### src/rtl/cfd_bt_pkg.sv
package cfd_bt_pkg;
  localparam int BRP_W     = 8;
  localparam int TSEG1_MAX = 64;
  localparam int PH2_MAX   = 32;
  localparam int T1_W      = $clog2(TSEG1_MAX + 1);
  localparam int P2_W      = $clog2(PH2_MAX + 1);
  localparam int Q_W       = $clog2(TSEG1_MAX + 2 * PH2_MAX + 2);

  typedef struct packed {
    logic [BRP_W-1:0] brp;
    logic [T1_W-1:0]  prop;
    logic [T1_W-1:0]  ph1;
    logic [P2_W-1:0]  ph2;
    logic [P2_W-1:0]  sjw;
  } seg_cfg_t;
endpackage

### src/rtl/cfd_bt_edge.sv
module cfd_bt_edge (
  input  logic clk,
  input  logic rst,
  input  logic rx_in,
  output logic fall_det
);
  logic rx_q;

  always_ff @(posedge clk) begin
    if (rst) rx_q <= 1'b1;
    else     rx_q <= rx_in;
  end

  assign fall_det = rx_q & ~rx_in;
endmodule

### src/rtl/cfd_bt_prescaler.sv
module cfd_bt_prescaler
  import cfd_bt_pkg::*;
(
  input  logic             clk,
  input  logic             rst,
  input  logic             clr,
  input  logic [BRP_W-1:0] brp,
  output logic [BRP_W-1:0] pcnt,
  output logic             tq_end
);
  assign tq_end = (pcnt >= (brp - BRP_W'(1)));

  always_ff @(posedge clk) begin
    if (rst || clr)  pcnt <= '0;
    else if (tq_end) pcnt <= '0;
    else             pcnt <= pcnt + BRP_W'(1);
  end
endmodule

### src/rtl/cfd_bt_rate.sv
module cfd_bt_rate
  import cfd_bt_pkg::*;
(
  input  logic     clk,
  input  logic     rst,
  input  logic     hard_sync,
  input  logic     new_bit,
  input  logic     fast_req,
  input  logic     slow_req,
  input  seg_cfg_t nom_cfg,
  input  seg_cfg_t dat_cfg,
  output logic     fast_active,
  output seg_cfg_t cfg_sel
);
  logic pend_fast, pend_slow, pf_n, ps_n;

  assign pf_n    = pend_fast | fast_req;
  assign ps_n    = pend_slow | slow_req;
  assign cfg_sel = fast_active ? dat_cfg : nom_cfg;

  always_ff @(posedge clk) begin
    if (rst || hard_sync) begin
      fast_active <= 1'b0;
      pend_fast   <= 1'b0;
      pend_slow   <= 1'b0;
    end else if (new_bit) begin
      if (ps_n)      fast_active <= 1'b0;
      else if (pf_n) fast_active <= 1'b1;
      pend_fast <= 1'b0;
      pend_slow <= 1'b0;
    end else begin
      pend_fast <= pf_n;
      pend_slow <= ps_n;
    end
  end
endmodule

### src/rtl/cfd_bt_seq.sv
module cfd_bt_seq
  import cfd_bt_pkg::*;
(
  input  logic           clk,
  input  logic           rst,
  input  logic           rx_in,
  input  logic           fall_det,
  input  logic           bus_idle,
  input  logic           tx_dom,
  input  logic           tq_end,
  input  seg_cfg_t       cfg,
  output logic           restart,
  output logic           new_bit,
  output logic           hard_sync,
  output logic [Q_W-1:0] qcnt,
  output logic           sample_stb,
  output logic           sample_bit
);
  logic [P2_W-1:0] ext, cut;
  logic            resynced;
  logic [Q_W-1:0]  tseg1, seg1_end, bit_end, sjw_q, early_err;
  logic            cand, late_do, early_do, bit_done;

  always_comb begin
    tseg1     = Q_W'(cfg.prop) + Q_W'(cfg.ph1);
    seg1_end  = tseg1 + Q_W'(ext);
    bit_end   = seg1_end + Q_W'(cfg.ph2) - Q_W'(cut);
    sjw_q     = Q_W'(cfg.sjw);
    early_err = bit_end + Q_W'(1) - qcnt;
    hard_sync = fall_det & bus_idle;
    cand      = fall_det & ~bus_idle & ~tx_dom & ~resynced;
    late_do   = cand && (qcnt > Q_W'(cfg.prop)) && (qcnt <= seg1_end);
    early_do  = cand && (qcnt > seg1_end);
    restart   = hard_sync | (early_do && (early_err <= sjw_q));
    bit_done  = tq_end && (qcnt == bit_end);
    new_bit   = restart | bit_done;
  end

  always_ff @(posedge clk) begin
    if (rst) begin
      qcnt       <= '0;
      ext        <= '0;
      cut        <= '0;
      resynced   <= 1'b0;
      sample_stb <= 1'b0;
      sample_bit <= 1'b1;
    end else begin
      sample_stb <= 1'b0;
      if (restart) begin
        qcnt     <= '0;
        ext      <= '0;
        cut      <= '0;
        resynced <= 1'b0;
      end else begin
        if (late_do) begin
          ext      <= (qcnt > sjw_q) ? cfg.sjw : P2_W'(qcnt);
          resynced <= 1'b1;
        end
        if (early_do) begin
          cut      <= cfg.sjw;
          resynced <= 1'b1;
        end
        if (bit_done) begin
          qcnt     <= '0;
          ext      <= '0;
          cut      <= '0;
          resynced <= 1'b0;
        end else if (tq_end) begin
          qcnt <= qcnt + Q_W'(1);
        end
        if (tq_end && (qcnt == seg1_end) && !late_do) begin
          sample_stb <= 1'b1;
          sample_bit <= rx_in;
        end
      end
    end
  end
endmodule

### src/rtl/cfd_bit_timer.sv
module cfd_bit_timer
  import cfd_bt_pkg::*;
(
  input  logic             clk,
  input  logic             rst,
  input  logic             rx_in,
  input  logic             tx_dom,
  input  logic             bus_idle,
  input  logic             fast_req,
  input  logic             slow_req,
  input  logic [BRP_W-1:0] nom_brp,
  input  logic [T1_W-1:0]  nom_prop,
  input  logic [T1_W-1:0]  nom_ph1,
  input  logic [P2_W-1:0]  nom_ph2,
  input  logic [P2_W-1:0]  nom_sjw,
  input  logic [BRP_W-1:0] dat_brp,
  input  logic [T1_W-1:0]  dat_prop,
  input  logic [T1_W-1:0]  dat_ph1,
  input  logic [P2_W-1:0]  dat_ph2,
  input  logic [P2_W-1:0]  dat_sjw,
  output logic             sample_stb,
  output logic             sample_bit,
  output logic             fast_active
);
  seg_cfg_t         nom_cfg, dat_cfg, cfg_sel;
  logic             fall_det, tq_end, restart, new_bit, hard_sync;
  logic [BRP_W-1:0] pcnt;
  logic [Q_W-1:0]   qcnt;

  assign nom_cfg = '{brp: nom_brp, prop: nom_prop, ph1: nom_ph1, ph2: nom_ph2, sjw: nom_sjw};
  assign dat_cfg = '{brp: dat_brp, prop: dat_prop, ph1: dat_ph1, ph2: dat_ph2, sjw: dat_sjw};

  cfd_bt_edge u_edge (
    .clk(clk), .rst(rst), .rx_in(rx_in), .fall_det(fall_det)
  );

  cfd_bt_prescaler u_pre (
    .clk(clk), .rst(rst), .clr(restart), .brp(cfg_sel.brp),
    .pcnt(pcnt), .tq_end(tq_end)
  );

  cfd_bt_rate u_rate (
    .clk(clk), .rst(rst), .hard_sync(hard_sync), .new_bit(new_bit),
    .fast_req(fast_req), .slow_req(slow_req),
    .nom_cfg(nom_cfg), .dat_cfg(dat_cfg),
    .fast_active(fast_active), .cfg_sel(cfg_sel)
  );

  cfd_bt_seq u_seq (
    .clk(clk), .rst(rst), .rx_in(rx_in), .fall_det(fall_det),
    .bus_idle(bus_idle), .tx_dom(tx_dom), .tq_end(tq_end), .cfg(cfg_sel),
    .restart(restart), .new_bit(new_bit), .hard_sync(hard_sync),
    .qcnt(qcnt), .sample_stb(sample_stb), .sample_bit(sample_bit)
  );
endmodule

### config.mk
export PLATFORM = sky130hd
export DESIGN_NAME = cfd_bit_timer
export DESIGN_NICKNAME = d
export VERILOG_FILES = /design/src/rtl/cfd_bt_pkg.sv /design/src/rtl/cfd_bt_edge.sv /design/src/rtl/cfd_bt_prescaler.sv /design/src/rtl/cfd_bt_rate.sv /design/src/rtl/cfd_bt_seq.sv /design/src/rtl/cfd_bit_timer.sv
export SDC_FILE = /design/constraint.sdc
export NUM_CORES = 1
export LEC_CHECK = 0
export CAP_MARGIN = 10
export CORE_ASPECT_RATIO = 0.6
export CORE_MARGIN = 4
export CORE_UTILIZATION = 49
export CTS_BUF_LIST = sky130_fd_sc_hd__clkbuf_2
export DETAILED_ROUTE_END_ITERATION = 7
export GPL_TIMING_DRIVEN = 0
export PLACE_DENSITY_LB_ADDON = 0.2
export SLEW_MARGIN = 20
export SYNTH_ARGS = -nofsm -noshare
export SYNTH_HDL_FRONTEND = slang
export SYNTH_SLANG_ARGS = --single-unit
### constraint.sdc
create_clock -name clk -period 7.85 [get_ports clk]
set_clock_uncertainty 0.15 [all_clocks]
set_input_delay 0.785 -clock clk [delete_from_list [all_inputs] [get_ports clk]]
set_output_delay 0.785 -clock clk [all_outputs]
set_load 0.01 [all_outputs]
==> impl_metrics.ini <==
[detailed_routing]
drt-total-wl_mm = 10.88
via_per_inst = 5.512
antenna_left = 0
dr.pass1.iters = 5
drt_first_iter_violations = 200
drc = 0
vias = 3566
wl_per_cell_um = 16.82

[timing]
timing_hold_violations_final = 0
grt_setup_unrepaired = false
min_period_ps = 7391
worst_slew_pin_slew_ps = 771.5
setup_viol = 0
fin_crit_sh_pct = 94.16
slew_violations = 0
fmax_mhz = 135.3
slew_headroom_pct = 48.57

[global_route]
grt_max_degree = 13
antenna_found_initial = 0
grt_pass1_vias = 3554
grt_use_total_pct = 22.48
grt_pass1_wl_mm = 17.41
overflow = 0

[critical_path]
crit_path_max_incr_delay_ps = 540
reg2reg_depth = 30
required_ps = 8040
endpoint_kind = register
cpMostUsedCell = ha_1
cpMaxStageDelayCell = dfxtp_4
start_kind = register
path_max_fanout = 15
critPathArrivalTime_ps = 7580
worstSetupPathType = reg2reg

[synthesis]
syn_nets = 605
synth-main-ff-cell = dfxtp_1
synth_most_common_cell = ha_1
ys_top_cells_by_area = ha_1 (21%), dfxtp_1 (18%), mux2i_1 (8.6%), fa_1 (7.1%), mux2_2 (5.1%)
syn_area_per_cell_um2 = 8.848
synth-edff-count = 0
syn-cell-area_um2 = 3973
synth_common_cells = ha_1 (67), inv_1 (50), nor2_1 (46)
ys_types = 47
ys_seq_area_share_pct = 17.64
synth-seq-cells = 35
syn_inst = 449
synth.largest_area_cell = ha_1
yosysWarnings = 0
synthArstFlopShare_pct = 0
yosysTopAreaCellShare_pct = 21.10

[cells_and_area]
final_core_util_pct = 63.49
layout-drive-gt1-share_pct = 9.462
diodes = 0
syn_to_final_growth_pct = 25.98
nFillCells = 682
design_area_um2 = 5005
nets = 694

[power]
total_power_mw = 1.374
p_per_area_nw_per_um2 = 274.6
ir_worst_vdd_uv = 161.6
p_leak_nw = 2.228

[place]
post-dp-hpwl_mm = 9.171
placed_area_um2 = 4878
numPortBuffers = 77
gp_congestion = 0.9383

[clock_tree]
cts_max_level = 2
clock_sinks = 35
clk_pin_slew_ps = 200
worstSkewPairLatency_ps = 420
cts-root-buf = clkbuf_2
cts_tree = yes
numCtsBuffers = 5
clockBufferDepth = 2
cts_hold_buf = 0

[floorplan]
chipWidth_um = 124.2
ioPinCount = 78
start_util_pct = 50.40
dieArea_um2 = 9659
rows = 25
coreArea_um2 = 7883
fp.dieH_um = 77.75

[outcome]
status = finished, final reports clean

[hold_path]
holdPathStages = 2
min_path_type = reg2reg

[flow_run]
maxCapViolCount = 0
==> layer usage <==
metal  wire length, µm  vias to the layer above  track usage [%]
met5                 0                        -                0
li1                  -                     1752                -
met1              5304                     1686            32.01
met2              4659                      114            34.64
met4                84                        0            3.611
met3               835                       14            6.190
==> report_power, final <==
| group | total, mW | internal [mW] | switching [mW] |
|---|---|---|---|
| registers | 0.184 | 0.181 | 0.00370 |
| clock network | 0.0906 | 0.0213 | 0.0693 |
| logic | 1.10 | 0.525 | 0.574 |
| total | 1.37 | 0.727 | 0.647 |
==> worst max-delay path, delay by kind of cell (launching register included) <==
family | cells | cell delay, ps
XOR/XNOR | 3 | 550
AO/OA/AOI/OAI | 8 | 1370
flip-flops | 1 | 540
adder cells (fa/ha/maj) | 8 | 2930
multiplexers | 1 | 300
buffers and inverters | 7 | 810
AND/OR/NAND/NOR | 3 | 620
==> state kept, by name, indices dropped and copies added (netlist names) <==
register / count
u_seq.sample_stb: 1
u_seq.resynced: 1
u_pre.pcnt: 8
u_seq.cut: 6
u_seq.ext: 6
u_rate.pend_slow: 1
u_seq.qcnt: 8
u_seq.sample_bit: 1
u_rate.fast_active: 1
u_edge.rx_q: 1
u_rate.pend_fast: 1
==> per-stage QoR <==
stage | worst slack, ps | setup TNS, ps | hold WS, ps | std cells
global placement | -800.9 | -23910 | 299.7 | 634
global route | 21.37 | 0 | 346.8 | 647
floorplan | 196.7 | 0 | 285.5 | 449
detailed placement | -1050 | -31480 | 307.8 | 634
finish | 458.6 | 0 | 333.7 | 647
CTS | 40.06 | 0 | 336.3 | 641
==> final cells by class <==
type | instances | area (µm²) | share of cell area (%)
Buffer | 6 | 60.06 | 1.200
Clock buffer | 5 | 25.02 | 0.5000
Clock inverter | 3 | 20.02 | 0.4000
Inverter | 50 | 187.7 | 3.750
Multi-Input combinational cell | 355 | 3042 | 60.78
Sequential cell | 35 | 704.4 | 14.08
Tap cell | 108 | 135.1 | 2.700
Timing Repair Buffer | 85 | 830.8 | 16.60
==> cells in the final DEF (no fill, tap or decap), types with 13 or more instances in the layout <==
master	n
a21oi_1	25
clkdlybuf4s50_1	77
dfxtp_1	34
fa_1	14
ha_1	67
inv_1	50
mux2_2	18
mux2i_1	33
nor2_1	46
o21ai_0	15
xnor2_1	19
xor2_1	13
==> kinds of logic after synthesis <==
family / synth area share, %
adder cells (fa/ha/maj): 28.16
multiplexers: 13.67
buffers and inverters: 6.079
AO/OA/AOI/OAI: 12.76
AND/OR/NAND/NOR: 13.26
XOR/XNOR: 8.441
flip-flops: 17.64
==> timing repair <==
| item | in CTS | in global routing |
|---|---|---|
| cloned | 0 | 0 |
| gates resized for setup | 11 | 2 |
| setup endpoints to repair | 32 | 32 |
| buffers inserted | 0 | 7 |
==> path summary, 6_finish.rpt <==
| kind | from | to | slack (ps) |
|---|---|---|---|
| max | u_rate.fast_active | u_seq.qcnt[6] | 460 |
| min | u_rate.pend_slow | u_rate.pend_slow | 330 |
| max reg2reg | u_rate.fast_active | u_seq.qcnt[6] | 460 |
| min reg2reg | u_rate.pend_slow | u_rate.pend_slow | 330 |
Note: power is estimated with default switching activity, not from simulation.
